$ cat config.mk
export PLATFORM = sky130hd
export DESIGN_NAME = pgwr_engine
export DESIGN_NICKNAME = d
export VERILOG_FILES = /design/src/rtl/pgwr_pkg.sv /design/src/rtl/pgwr_ptr.sv /design/src/rtl/pgwr_buffer.sv /design/src/rtl/pgwr_timer.sv /design/src/rtl/pgwr_engine.sv
export SDC_FILE = /design/constraint.sdc
export NUM_CORES = 1
export LEC_CHECK = 0
export ABC_AREA = 0
export CORE_UTILIZATION = 30
export DETAILED_ROUTE_END_ITERATION = 8
export PLACE_DENSITY = 0.59
export SLEW_MARGIN = 20
export SYNTH_ARGS = -nofsm -noshare
export SYNTH_HDL_FRONTEND = slang
export SYNTH_SLANG_ARGS = --single-unit
$ cat constraint.sdc
create_clock -name clk -period 3.27 [get_ports clk]
set_clock_uncertainty 0.1 [all_clocks]
set_input_delay 0.8175 -clock clk [delete_from_list [all_inputs] [get_ports clk]]
set_output_delay 0.8175 -clock clk [all_outputs]
set_load 0.005 [all_outputs]
$ cat src/rtl/pgwr_pkg.sv
package pgwr_pkg;

  // Base address of the page holding addr.
  function automatic int unsigned page_base(input int unsigned addr,
                                            input int unsigned page_bytes);
    return addr - (addr % page_bytes);
  endfunction

  // Next address with the in-page offset wrapping.
  function automatic int unsigned page_next(input int unsigned addr,
                                            input int unsigned page_bytes);
    return page_base(addr, page_bytes) + ((addr + 1) % page_bytes);
  endfunction

endpackage

$ cat src/rtl/pgwr_ptr.sv
module pgwr_ptr #(
  parameter int ADDR_W     = 8,
  parameter int PAGE_BYTES = 8
) (
  input  logic              clk,
  input  logic              rst_n,
  input  logic              load_i,
  input  logic [ADDR_W-1:0] load_addr_i,
  input  logic              adv_i,
  output logic [ADDR_W-1:0] ptr_o
);
  import pgwr_pkg::*;

  always_ff @(posedge clk or negedge rst_n) begin
    if (!rst_n)
      ptr_o <= '0;
    else if (load_i)
      ptr_o <= load_addr_i;
    else if (adv_i)
      ptr_o <= ADDR_W'(page_next(int'(ptr_o), PAGE_BYTES));
  end
endmodule

$ cat src/rtl/pgwr_buffer.sv
module pgwr_buffer #(
  parameter int DATA_W     = 8,
  parameter int PAGE_BYTES = 8,
  localparam int IDX_W     = $clog2(PAGE_BYTES)
) (
  input  logic                         clk,
  input  logic                         rst_n,
  input  logic                         wr_i,
  input  logic [IDX_W-1:0]             idx_i,
  input  logic [DATA_W-1:0]            data_i,
  input  logic                         clr_i,
  output logic [PAGE_BYTES*DATA_W-1:0] data_o,
  output logic [PAGE_BYTES-1:0]        valid_o
);
  for (genvar g = 0; g < PAGE_BYTES; g++) begin : g_slot
    logic hit;
    assign hit = wr_i && (idx_i == IDX_W'(g));

    always_ff @(posedge clk or negedge rst_n) begin
      if (!rst_n) begin
        valid_o[g] <= 1'b0;
        data_o[g*DATA_W +: DATA_W] <= '0;
      end else begin
        if (clr_i)
          valid_o[g] <= 1'b0;
        else if (hit)
          valid_o[g] <= 1'b1;
        if (hit)
          data_o[g*DATA_W +: DATA_W] <= data_i;
      end
    end
  end

  // discarding and storing never happen in the same cycle
  a_r7_clr_wr_excl: assert property (@(posedge clk) disable iff (!rst_n)
    !(wr_i && clr_i));
endmodule

$ cat src/rtl/pgwr_timer.sv
module pgwr_timer #(
  parameter int WR_CYCLES = 1000,
  localparam int CNT_W    = $clog2(WR_CYCLES + 1)
) (
  input  logic clk,
  input  logic rst_n,
  input  logic start_i,
  output logic busy_o
);
  logic [CNT_W-1:0] cnt;

  always_ff @(posedge clk or negedge rst_n) begin
    if (!rst_n)
      cnt <= '0;
    else if (start_i)
      cnt <= CNT_W'(WR_CYCLES);
    else if (cnt != '0)
      cnt <= cnt - 1'b1;
  end

  assign busy_o = (cnt != '0);

  // a new window never starts inside a running one
  a_r8_no_restart: assert property (@(posedge clk) disable iff (!rst_n)
    start_i |-> !busy_o);
endmodule

$ cat src/rtl/pgwr_engine.sv
module pgwr_engine #(
  parameter int ADDR_W     = 8,
  parameter int DATA_W     = 8,
  parameter int PAGE_BYTES = 8,
  parameter int WR_CYCLES  = 1000,
  localparam int IDX_W     = $clog2(PAGE_BYTES),
  localparam int BUF_W     = PAGE_BYTES * DATA_W
) (
  input  logic              clk,
  input  logic              rst_n,
  input  logic              addr_load_i,
  input  logic [ADDR_W-1:0] addr_i,
  input  logic              byte_vld_i,
  input  logic [DATA_W-1:0] byte_i,
  input  logic              stop_i,
  input  logic              abort_i,
  output logic              busy_o,
  output logic [ADDR_W-1:0] ptr_o,
  output logic              mem_we_o,
  output logic [ADDR_W-1:0] mem_addr_o,
  output logic [PAGE_BYTES-1:0] mem_be_o,
  output logic [BUF_W-1:0]  mem_wdata_o
);
  import pgwr_pkg::*;

  // Named events, priority abort > stop > load > byte
  logic idle, ev_abort, ev_stop, ev_commit, ev_load, ev_byte, ev_clr;
  logic [BUF_W-1:0]      buf_data;
  logic [PAGE_BYTES-1:0] buf_valid;

  assign idle      = !busy_o;
  assign ev_abort  = idle && abort_i;
  assign ev_stop   = idle && !abort_i && stop_i;
  assign ev_commit = ev_stop && (buf_valid != '0);
  assign ev_load   = idle && !abort_i && !stop_i && addr_load_i;
  assign ev_byte   = idle && !abort_i && !stop_i && !addr_load_i && byte_vld_i;
  assign ev_clr    = ev_abort || ev_stop || ev_load;

  pgwr_ptr #(.ADDR_W(ADDR_W), .PAGE_BYTES(PAGE_BYTES)) u_ptr (
    .clk, .rst_n,
    .load_i(ev_load), .load_addr_i(addr_i), .adv_i(ev_byte), .ptr_o(ptr_o)
  );

  pgwr_buffer #(.DATA_W(DATA_W), .PAGE_BYTES(PAGE_BYTES)) u_buf (
    .clk, .rst_n,
    .wr_i(ev_byte), .idx_i(ptr_o[IDX_W-1:0]), .data_i(byte_i),
    .clr_i(ev_clr), .data_o(buf_data), .valid_o(buf_valid)
  );

  pgwr_timer #(.WR_CYCLES(WR_CYCLES)) u_tmr (
    .clk, .rst_n, .start_i(ev_commit), .busy_o(busy_o)
  );

  always_ff @(posedge clk or negedge rst_n) begin
    if (!rst_n) begin
      mem_we_o    <= 1'b0;
      mem_addr_o  <= '0;
      mem_be_o    <= '0;
      mem_wdata_o <= '0;
    end else begin
      mem_we_o <= ev_commit;
      if (ev_commit) begin
        mem_addr_o  <= ADDR_W'(page_base(int'(ptr_o), PAGE_BYTES));
        mem_be_o    <= buf_valid;
        mem_wdata_o <= buf_data;
      end
    end
  end

  // write strobe lasts one cycle and always enables some byte
  a_r5_we_pulse: assert property (@(posedge clk) disable iff (!rst_n)
    mem_we_o |=> !mem_we_o);
  a_r5_be_nonempty: assert property (@(posedge clk) disable iff (!rst_n)
    mem_we_o |-> (mem_be_o != '0));
  // busy window opens together with the write
  a_r8_rise_with_write: assert property (@(posedge clk) disable iff (!rst_n)
    $rose(busy_o) |-> mem_we_o);
  a_r8_write_in_busy: assert property (@(posedge clk) disable iff (!rst_n)
    mem_we_o |-> busy_o);
  // pointer frozen while busy
  a_r9_ptr_hold: assert property (@(posedge clk) disable iff (!rst_n)
    busy_o |=> $stable(ptr_o));
  // byte stepping stays within the page
  a_r3_page_kept: assert property (@(posedge clk) disable iff (!rst_n)
    ev_byte |=> ((ptr_o >> IDX_W) == ($past(ptr_o) >> IDX_W)));
endmodule

After elaboration in Yosys (flattened, before gate mapping)
Index checks and enable logic that the tools add are counted.
{"block": "word_totals", "ff_bits": 171, "out_inout_bits": 90, "wordCells": 88}
{"block": "classes", "n_mux": 20, "eq_ne": 7, "n_addsub": 4, "reduce_logical": 35}
{"operator": "2-to-1 mux 10 bit", "count": 2}
{"operator": "nonzero test 2 bit", "count": 10}
{"operator": "logical AND 1 bit", "count": 16}
{"operator": "2-to-1 mux 1 bit", "count": 16}
{"operator": "2-to-1 mux 8 bit", "count": 2}
{"operator": "equality test 3 bit (second input constant)", "count": 4}
{"operator": "nonzero test 10 bit", "count": 1}
{"operator": "subtractor 10 x 1 -> 10 bit (second input constant)", "count": 1}
{"operator": "adder 8 x 3 -> 8 bit", "count": 1}
{"operator": "nonzero test 8 bit", "count": 1}
{"operator": "subtractor 8 x 3 -> 8 bit", "count": 1}
{"operator": "equality test 3 x 2 -> 1 bit (second input constant)", "count": 2}
{"operator": "logical NOT 1 bit", "count": 4}
{"operator": "adder 3 x 1 -> 3 bit (second input constant)", "count": 1}
{"operator": "equality test 3 x 1 -> 1 bit (second input constant)", "count": 1}
{"operator": "logical NOT 3 bit", "count": 1}
{"operator": "logical OR 1 bit", "count": 2}

Logic depth before layout (Yosys ltp)
Gate-level depths: netlist of the first run.
{"block": "logic_depth", "ltp_word": 9, "depth_mapped": 8, "mapped_depth_nobuf": 7}

Hierarchy
Synthesis of the first run repeated with hierarchy kept, for this count alone.
{"block": "unflattened", "cells_unflattened": 482, "hier_area_um2": 6981.7}
{"mod": "pgwr_engine", "instances": 1, "cells_per_inst": 176, "area_per_inst_um2": 2986.6}
{"mod": "pgwr_buffer", "instances": 1, "cells_per_inst": 168, "area_per_inst_um2": 2751.4}
{"mod": "pgwr_ptr", "instances": 1, "cells_per_inst": 83, "area_per_inst_um2": 700.7}
{"mod": "pgwr_timer", "instances": 1, "cells_per_inst": 55, "area_per_inst_um2": 543.0}

Worst setup path before layout of the first run
No wires, ideal clock.
{"block": "synth_timing", "path_kind": "register to register", "startpoint": "register u_tmr.cnt[0]", "endpoint": "register u_buf.data_o[15]", "arrival_ns": 2.217, "slack_ns": 0.828, "n_path_buf": 1, "setup_ns": 0.125, "required_ns": 3.045, "path_stages_with_launch": 8, "cell_sequence": "dfrtp_1 > inv_1 > ha_1 > or4b_1 > nor4_4 > buf_6 > nand4_4 > mux2_4"}
{"block": "synth_between", "elab_chain_len": 7}
{"element": "from (decl)", "line_no": "pgwr_timer.sv:10", "text": "logic [CNT_W-1:0] cnt;"}
{"element": "from (signal assigned)", "line_no": "pgwr_timer.sv:16", "text": "cnt <= CNT_W'(WR_CYCLES);"}
{"element": "from (signal assigned)", "line_no": "pgwr_timer.sv:18", "text": "cnt <= cnt - 1'b1;"}
{"element": "nonzero test 10 bit", "line_no": "pgwr_timer.sv:21", "text": "assign busy_o = (cnt != '0);"}
{"element": "logical NOT 1 bit", "line_no": "pgwr_engine.sv:31", "text": "assign idle = !busy_o;"}
{"element": "logical AND 1 bit (4 in series)", "line_no": "pgwr_engine.sv:36", "text": "assign ev_byte = idle && !abort_i && !stop_i && !addr_load_i && byte_vld_i;"}
{"element": "logical AND 1 bit", "line_no": "pgwr_buffer.sv:17", "text": "assign hit = wr_i && (idx_i == IDX_W'(g));"}
{"element": "to (signal, indexed assignment)", "line_no": "pgwr_buffer.sv:29", "text": "data_o[g*DATA_W +: DATA_W] <= data_i;"}
{"element": "to (decl)", "line_no": "pgwr_buffer.sv:12", "text": "output logic [PAGE_BYTES*DATA_W-1:0] data_o,"}
Every way passes these cells.
A chain may end at the register's enable or synchronous reset.

Worst setup path after layout of the first run
{"block": "layout_timing", "startpoint": "register u_tmr.cnt[0]", "endpoint": "output port busy_o"}
{"block": "layout_between", "elab_chain_len": 1}
{"element": "nonzero test 10 bit", "line_no": "pgwr_timer.sv:21"}
{"element": "to (decl)", "line_no": "pgwr_engine.sv:17", "text": "output logic busy_o,"}
Every way passes these cells.

==> results of run 1 <==
-- Yosys cell counts (2+ instances only) --
library cell,number
dfrtp_1,168
mux2_2,142
inv_1,18
a21boi_0,9
buf_2,8
ha_1,8
o21ai_0,8
a21oi_1,5
nand2_1,5
nand3_1,5
nor2_1,5
buf_4,4
nand4_2,4
nor4_1,4
o31ai_1,3
a32o_1,2
buf_6,2
clkbuf_1,2
mux2_4,2
nand3_4,2
nand4_4,2
nor2b_1,2
nor3_1,2
or2_2,2
or3_1,2
or4_1,2
-- registers in the layout, indices dropped and copies added, names as in the netlist --
signal,count
mem_addr_o,5
mem_be_o,8
mem_wdata_o,64
mem_we_o,1
u_buf.data_o,64
u_buf.valid_o,8
u_ptr.ptr_o,8
u_tmr.cnt,10
-- final timing paths --
path	start	to	slack, ns	cells past startpoint
max	u_tmr.cnt[0]	busy_o	0.32	6
min	rst_n	mem_we_o	0.14	1
max reg2reg	u_tmr.cnt[0]	u_buf.data_o[33]	0.42	8
min reg2reg	u_buf.data_o[24]	mem_wdata_o[24]	0.39	1
max in group asynchronous	rst_n	u_buf.data_o[19]	2.18	2
min in group clk	u_buf.data_o[24]	mem_wdata_o[24]	0.39	1
-- kinds of logic (layout without fill, tap and decap cells) --
group	count (synthesis)	in the layout	synth area share
AOI/OAI and AO/OA	31	31	0.0308
xor gates and xnor gates	2	2	0.00261
adders and majority gates	8	8	0.0149
buffers and inverters	35	168	0.0256
DFF	168	168	0.627
muxes	145	145	0.245
other	1	3	0.000560
and+or+nand+nor	45	45	0.0534
-- routing by layer --
| layer | vias up | global-route usage |
|---|---|---|
| met2 | 103 | 0.217 |
| met5 | - | 0 |
| met1 | 2107 | 0.189 |
| li1 | 1807 | - |
| met4 | 0 | 0.0695 |
| met3 | 21 | 0.0377 |
-- metrics by stage --
step,util,cell area (sq um)
global placement,0.373,8160
CTS,0.398,8710
global route,0.399,8740
floorplan,-,6710
detailed placement,0.373,8160
finish,0.399,8740
-- power by group through the flow --
stage | Clock (uW) | Sequential (uW) | Combinational [uW]
2_1_floorplan | 0 | 2120 | 21.9
3_3_place_gp | 0 | 2120 | 118
3_5_place_dp | 0 | 2120 | 123
4_1_cts | 1950 | 2080 | 124
5_1_grt | 2020 | 2080 | 134
6_report | 1890 | 2080 | 118
-- layout make-up --
type                       instances  area (sq um)  area share
clock inverter                    12           106      0.0122
multi-input combinational        234          2360       0.270
sequential                       168          4200       0.481
tap                              280           350      0.0401
inverter                          18          67.6     0.00773
timing repair buffer             120          1210       0.139
clock buffer                      18           439      0.0503
-- layout by cell type (no fill, tap or decap), drive strengths merged, types with 2 or more instances in the layout --
master / count
dfrtp: 168
mux2: 144
clkdlybuf4s50: 106
inv: 26
clkbuf: 18
buf: 13
a21boi: 9
o21ai: 8
ha: 8
nand3: 7
nand4: 7
nor2: 5
a21oi: 5
nor4: 5
nand2: 5
or4: 4
o31ai: 3
conb: 3
clkinvlp: 3
nor2b: 2
or2: 2
or3: 2
a32o: 2
nor3: 2
-- what timing repair did --
item                                    4_1_cts  5_1_grt
endpoints found under the setup margin        1        1
cloned                                        0        0
pin swaps                                     0        1
buffers inserted                              0        2
gates resized for setup                       3        5
==> qor.yml, run 1 <==
yosys:
  yosysSeqAreaShare: 0.627
  synth-edff-count: 0
  yosysTopAreaCell: "dfrtp_1"
  netlist_area_sq_um: 6700
  synth_area_leaders: "dfrtp_1 63%, mux2_2 24%, ha_1 1.5%"
  synth_top_area_frac: 0.627
  syn_area_per_cell_sq_um: 15.4
  ys_types: 43
  yosys_register_bits: 168
  syn_inst: 435
  ys.flop_type: "dfrtp_1"
  ys_warn_count: 0
  async_reset_ff_frac: 1.00
pwr:
  p_sw_uw: 961
  power.density_nw_per_um2: 468
  p_int_uw: 3120
  pwr-share-seq: 0.509
  p_comb_frac: 0.029
  power.leakage_uw: 0.00426
  p_total_uw: 4090
  netSwitchingFraction: 0.235
  peakVddDrop_uv: 318
  clkPwrFrac: 0.462
layout:
  area_delta_synth_final_pct: 30.4
  layout-drive-gt1-share: 0.365
  nets: 589
  final.fill_count: 2069
  diodes: 0
  finalNonFillerCells: 850
setup_path:
  worst_setup_path_start_kind: "flip-flop"
  path_cells: "inv_2 > ha_2 > or4b_4 > nor3_4 > inv_2 > dlymetal6s2s_1"
  cp.arrival_ns: 2.03
  critPathMaxStageDelay_ns: 0.50
  crit_buf_inv: 3
  crit_family: "simple AND/OR/NAND/NOR gates"
  cpMostUsedCell: "inv_2"
  worstPathRequired_ns: 2.35
  cp-end-kind: "output pin"
  path_max_fanout: 5
  critPathSlowestCell: "or4b_4"
  critPathKind: "reg2out"
drt:
  via_per_inst: 4.75
  drcViolationCount: 0
  finalWirelength_mm: 15.2
  wl_met3_um: 799
  first_pass_iters: 4
  num_vias: 4038
  drtIter0Drc: 149
  wl_met2_mm: 7.12
  routed.top_layer: "met4"
  m1WireLength_mm: 6.91
  routedWlPerCell_um: 17.8
  ant_nets: 0
floorplanning:
  die_x_um: 151
  start_util: 0.306
  core_sq_um: 21900
  std_cell_rows: 54
  die_h_um: 151
  die_area_sq_um: 22900
  ios: 112
flow_run:
  drv_cap: 0
place:
  placed_cells: 818
  port_buffers: 108
  dp_hpwl_mm: 10.2
  pre_cts_slack_ns: 0.164
  globalplace.congestion: 0.811
cts:
  h-tree-depth: 4
  cts_buffers: 17
  path_clk_slew_ns: 0.07
  cts_buffer_depth: 2
  cts_tree: "yes"
  clkSinkCount: 168
  cts_root_buf: "clkbuf_16"
  worstSkewPairLatency_ns: 0.43
  cts_hold_buf: 0
timing:
  rsz0062_at_grt: "no"
  slew_headroom: 0.618
  tightest_slew_ns: 0.565
  fmax_mhz: 339
  timing.hold.ws_ns: 0.136
  period_share: 0.901
  fin_crit_ns: 2.95
  setup_viol_count_final: 0
  finalWorstSetupSlack_ns: 0.323
  setup_tns_ns: 0
  drv_slew: 0
  finalHoldViolations: 0
global_route:
  track_usage: 0.143
  grt_pass1_vias: 4185
  grt_max_degree: 90
  antenna_found_initial: 0
  grt.overflow.total: 0
  grt_pass1_wl_mm: 24.0
status:
  status: "finished clean"
hold_path:
  hold_class: "in2async"
(Power assumes the default switching activity.)
==> inputs of run 2 (changes only) <==
CTS_BUF_LIST = sky130_fd_sc_hd__clkbuf_4 sky130_fd_sc_hd__clkbuf_8   (was unset)
==> run 2 against run 1 <==
Effect of this change:
- sequential power about the same
- core utilization is 0.81 points lower
- power down 13%
- register-to-register slack barely moved
- cell area decreased by 2.0%
- cell count is 0.24% higher
- global-route usage fell by 0.25 points
- critical endpoint unchanged
- largest cell class unchanged
- largest power group unchanged
- highest routed layer unchanged
==> qor.yml, run 2 (synthesis results as in run 1) <==
status:
  status: "finished clean"
drt:
  num_vias: 4069  # +0.77%
  drcViolationCount: 0  # unchanged
  first_pass_iters: 4  # unchanged
  finalWirelength_mm: 15.1  # -0.20%
  via_per_inst: 4.78  # +0.53%
  drtIter0Drc: 122  # -18%
  ant_nets: 0  # unchanged
  routedWlPerCell_um: 17.8  # -0.44%
cts:
  path_clk_slew_ns: 0.09  # +0.02 ns
  worstSkewPairLatency_ns: 0.45  # +0.02 ns
  cts_root_buf: "clkbuf_8"
  h-tree-depth: 4  # unchanged
  cts_hold_buf: 0  # unchanged
  clkSinkCount: 168  # unchanged
  cts_buffers: 17  # unchanged
  cts_tree: "yes"
  cts_buffer_depth: 2  # unchanged
floorplanning:
  start_util: 0.306  # unchanged
  std_cell_rows: 54  # unchanged
  die_x_um: 151  # unchanged
  core_sq_um: 21900  # unchanged
  die_h_um: 151  # unchanged
  die_area_sq_um: 22900  # unchanged
  ios: 112  # unchanged
setup_path:
  path_max_fanout: 5  # unchanged
  worstPathRequired_ns: 2.35  # about the same
  cp-end-kind: "output pin"
  rrSetupSlack_ns: 0.42  # about the same
  cp.arrival_ns: 2.06  # +0.03 ns
  worst_setup_path_start_kind: "flip-flop"
  critPathKind: "reg2out"
place:
  placed_cell_area_sq_um: 8160  # unchanged
  globalplace.congestion: 0.811  # unchanged
  port_buffers: 108  # unchanged
  dp_hpwl_mm: 10.2  # unchanged
global_route:
  track_usage: 0.141  # -0.00253
  grt_max_degree: 90  # unchanged
  busiest_layer: "met2"
  use_met3: 0.0464  # +0.00873
  use_met1: 0.187  # -0.00224
  antenna_found_initial: 0  # unchanged
  grt_pass1_vias: 4180  # -0.12%
  grt.overflow.total: 0  # unchanged
  met2_usage: 0.217  # unchanged
  grt_pass1_wl_mm: 23.8  # -0.86%
pwr:
  p_comb_frac: 0.033  # +0.004
  power.leakage_uw: 0.00418  # -1.8%
  pwr-share-seq: 0.584  # +0.075
  p_int_uw: 2680  # -14%
  power.density_nw_per_um2: 416  # -11%
  peakVddDrop_uv: 219  # -31%
  clkPwrFrac: 0.383  # -0.079
  p_sw_uw: 883  # -8.1%
  netSwitchingFraction: 0.248  # +0.0128
timing:
  fmax_mhz: 336  # -0.92%
  slew_headroom: 0.622  # +0.00341
  rsz0062_at_grt: "no"
  setup_viol_count_final: 0  # unchanged
  setup_tns_ns: 0  # unchanged
  period_share: 0.910  # +0.00836
  tightest_slew_ns: 0.560  # -0.00504 ns
  finalHoldViolations: 0  # unchanged
  fin_crit_ns: 2.97  # +0.0274 ns
  drv_slew: 0  # unchanged
layout:
  layout-drive-gt1-share: 0.367  # +0.00222
  final.fill_count: 2068  # -0.048%
  nets: 591  # +0.34%
  postLayoutCellArea_sq_um: 8560  # -2.0%
  fin_util: 0.391  # -0.00806
  top_regs: "mem_wdata_o: 64 flops, u_buf.data_o: 64 flops, u_tmr.cnt: 10 flops"
  final_common_cell: "dfrtp_1"
  final_cell_mix: "168 x dfrtp_1, 142 x mux2_2, 106 x clkdlybuf4s50_1, 18 x clkbuf_8, 15 x inv_1"
  diodes: 0  # unchanged
  area_delta_synth_final_pct: 27.8
hold_path:
  hold_class: "in2async"
flow_run:
  drv_cap: 0  # unchanged
run 2: changes by cell type in the layout (fill, tap and decap cells not counted), sizes merged:
cell / before / now
buf: 13 / 15
run 2: worst paths after layout:
check | from | end | cells past startpoint
min | rst_n | mem_we_o | 1
max | u_tmr.cnt[1] | busy_o | 6
min reg2reg | u_buf.data_o[24] | mem_wdata_o[24] | 1
max in group asynchronous | rst_n | mem_wdata_o[19] | 2
min in group clk | u_buf.data_o[24] | mem_wdata_o[24] | 1
max reg2reg | u_tmr.cnt[1] | u_buf.data_o[33] | 8
run 2: metrics by stage:
stage	hold WS [ns]	std cells	setup WS (ns)	total power [uW]
finish	0.112	852	0.296	3560
global placement	0.377	818	0.192	2240
global route	0.0898	852	0.185	3720
detailed placement	0.387	818	0.164	2240
CTS	0.0894	849	0.00981	3630
floorplan	0.375	437	0.828	2140
run 2: layout make-up:
type | instances | area, sq um | share of cell area
repair buffers | 122 | 1230 | 0.143
flip-flops and latches | 168 | 4200 | 0.491
inverters | 18 | 67.6 | 0.00789
well taps | 280 | 350 | 0.0409
clock buffers | 18 | 248 | 0.0289
multi-input cells | 234 | 2360 | 0.275
clock inverters | 12 | 106 | 0.0124
run 2: routing by layer:
| metal | wire, um | part of all wire |
|---|---|---|
| met1 | 6860 | 0.45 |
| met2 | 7180 | 0.47 |
| met3 | 907 | 0.060 |
| met4 | 175 | 0.012 |
| met5 | 0 | 0 |
run 2: power by group through the flow:
stage / sequential [uW] / combinational, uW / clock [uW]
5_1_grt: 2080 / 134 / 1510
2_1_floorplan: 2120 / 21.9 / 0
3_5_place_dp: 2120 / 123 / 0
4_1_cts: 2080 / 124 / 1430
6_report: 2080 / 118 / 1360
3_3_place_gp: 2120 / 118 / 0
run 2: what timing repair did:
action / 4_1_cts / 5_1_grt
gates cloned: 0 / 0
pin swaps: 0 / 1
resized for setup: 4 / 4
buffers inserted: 1 / 3
endpoints found under the setup margin: 1 / 1
run 2: worst max-delay path, cell delays in order (launching register included):
cell and delay [ns]:
dfrtp_1 0.41, inv_2 0.08, ha_2 0.16, or4b_4 0.50, nor3_4 0.21, inv_2 0.09, dlymetal6s2s_1 0.16
==> inputs of run 3 (changes only) <==
CORE_MARGIN = 2   (was unset)
==> run 3 against run 2 <==
Effect of this change:
- cell area up 0.51%
- non-clock buffer count fell by 2
- sequential power barely moved
- worst hold slack improved by 0.11 ns
- via count decreased by 1.9%
- wire length up 1.7%
- count of clock-buffer cells in the layout up 1
- critical path depth stayed put
- clock power increased by 15%
- sequential share of layout area fell by 0.25 points
- core utilization increased by 0.20 points
- critical path type unchanged
- largest cell class unchanged
==> qor.yml, run 3 (synthesis results as in run 1) <==
status:
  status: "finished clean"
floorplanning:
  ios: 112  # unchanged
  die_area_sq_um: 23500  # +2.7%
  std_cell_rows: 54  # unchanged
  die_h_um: 153  # +1.3%
  die_x_um: 153  # +1.3%
  start_util: 0.306  # unchanged
  core_sq_um: 21900  # unchanged
cts:
  worstSkewPairLatency_ns: 0.44  # about the same
  cts_buffers: 17  # unchanged
  cts_buffer_depth: 2  # unchanged
  clkSinkCount: 168  # unchanged
  path_clk_slew_ns: 0.09  # about the same
  cts_root_buf: "clkbuf_8"
  h-tree-depth: 4  # unchanged
  cts_tree: "yes"
setup_path:
  rrSetupSlack_ns: 0.48  # +0.06 ns
  cp.arrival_ns: 2.17  # +0.11 ns
  worst_setup_path_start_kind: "flip-flop"
  critPathKind: "reg2out"
  cp-end-kind: "output pin"
  path_max_fanout: 5  # unchanged
  worstPathRequired_ns: 2.35  # about the same
pwr:
  power.density_nw_per_um2: 437  # +5.1%
  power.leakage_uw: 0.00421  # +0.69%
  pwr-share-seq: 0.553  # -0.031
  p_comb_frac: 0.031  # -0.002
  netSwitchingFraction: 0.239  # -0.00893
  p_sw_uw: 899  # +1.8%
  clkPwrFrac: 0.416  # +0.033
  peakVddDrop_uv: 210  # -4.1%
  p_int_uw: 2860  # +6.9%
timing:
  setup_tns_ns: 0  # unchanged
  timing.hold.ws_ns: 0.226  # +0.113 ns
  rsz0062_at_grt: "no"
  fin_crit_ns: 3.09  # +0.118 ns
  drv_slew: 0  # unchanged
  finalHoldViolations: 0  # unchanged
  period_share: 0.946  # +0.0361
  slew_headroom: 0.625  # +0.00302
  fmax_mhz: 323  # -3.8%
  tightest_slew_ns: 0.563  # +0.00335 ns
  setup_viol_count_final: 0  # unchanged
layout:
  diodes: 0  # unchanged
  layout-drive-gt1-share: 0.364  # -0.00350
  final_common_cell: "dfrtp_1"
  fin_util: 0.393  # +0.00200
  final_cell_mix: "168 x dfrtp_1, 142 x mux2_2, 106 x clkdlybuf4s50_1, 19 x clkbuf_8, 16 x inv_1"
  postLayoutCellArea_sq_um: 8600  # +0.51%
  area_delta_synth_final_pct: 28.4
  top_regs: "mem_wdata_o: 64 flops, u_buf.data_o: 64 flops, u_tmr.cnt: 10 flops"
  nets: 589  # -0.34%
global_route:
  grt.overflow.total: 0  # unchanged
  antenna_found_initial: 0  # unchanged
  grt_max_degree: 70  # -22%
  grt_pass1_wl_mm: 24.8  # +4.1%
  track_usage: 0.136  # -0.00444
  grt_pass1_vias: 4358  # +4.3%
place:
  port_buffers: 108  # unchanged
  dp_hpwl_mm: 10.3  # +1.6%
  globalplace.congestion: 0.778  # -4.0%
  placed_cell_area_sq_um: 8160  # unchanged
drt:
  drtIter0Drc: 133  # +9.0%
  ant_nets: 0  # unchanged
  via_per_inst: 4.68  # -1.9%
  first_pass_iters: 4  # unchanged
  drcViolationCount: 0  # unchanged
  num_vias: 3991  # -1.9%
  routedWlPerCell_um: 18.1  # +1.7%
  finalWirelength_mm: 15.4  # +1.7%
flow_run:
  drv_cap: 0  # unchanged
hold_path:
  hold_class: "in2async"
## run 3: cell count changes in the layout (fill, tap and decap cells not counted), sizes merged
cell          change
buf               -2
bufinv            +2
clkbuf            +1
clkinvlp          -1
dlygate4sd2       +1
dlymetal6s2s      -1
## run 3: critical path: stages (launching register included)
cell           delay (ns)
dfrtp_1              0.42
inv_2                0.09
ha_1                 0.17
or4b_4               0.51
nor3_4               0.20
inv_2                0.08
dlygate4sd2_1        0.26
## run 3: layout make-up
| type | instances | area, sq um |
|---|---|---|
| Fill cell | 2074 | 13300 |
| Sequential cell | 168 | 4200 |
| Multi-Input combinational cell | 234 | 2350 |
| Timing Repair Buffer | 120 | 1210 |
| Tap cell | 280 | 350 |
| Clock buffer | 19 | 262 |
| Clock inverter | 13 | 158 |
| Inverter | 18 | 67.6 |
## run 3: repair_timing
action                                  in CTS  in global routing
hold buffers                                 0                  0
endpoints found under the setup margin       1                  0
hold endpoints to repair                     0                  0
gates resized for setup                      6                  0
setup buffers                                2                  0
## run 3: power by group through the flow
stage	combinational, uW	clock (uW)	sequential [uW]
finish	118	1560	2080
global route	133	1710	2080
CTS	123	1620	2080
detailed placement	122	0	2120
global placement	120	0	2120
floorplan	21.9	0	2120
## run 3: worst paths after layout
path / to / cells after the start / from
setup / recovery: busy_o / 6 / u_tmr.cnt[0]
hold / removal: mem_we_o / 1 / rst_n
setup reg to reg: u_buf.data_o[20] / 8 / u_tmr.cnt[0]
hold reg to reg: mem_wdata_o[11] / 1 / u_buf.data_o[11]
max in group asynchronous: u_buf.data_o[23] / 2 / rst_n
min in group clk: mem_wdata_o[11] / 1 / u_buf.data_o[11]
## run 3: stage by stage
stage / instances / total power [uW] / worst slack, ns
after floorplan: 437 / 2140 / 0.828
after global placement: 818 / 2240 / 0.269
after detailed placement: 818 / 2240 / 0.249
after global routing: 852 / 3920 / 0.0731
after CTS: 852 / 3820 / 0.155
final: 852 / 3760 / 0.178
## run 3: layer usage
metal | share of wire | track usage | up-vias | routed length [um]
met5 | 0 | 0 | - | 0
met4 | 0.0071 | 0.0319 | 0 | 110
met1 | 0.47 | 0.182 | 2086 | 7180
li1 | - | - | 1793 | -
met3 | 0.047 | 0.0394 | 9 | 728
met2 | 0.48 | 0.220 | 103 | 7360
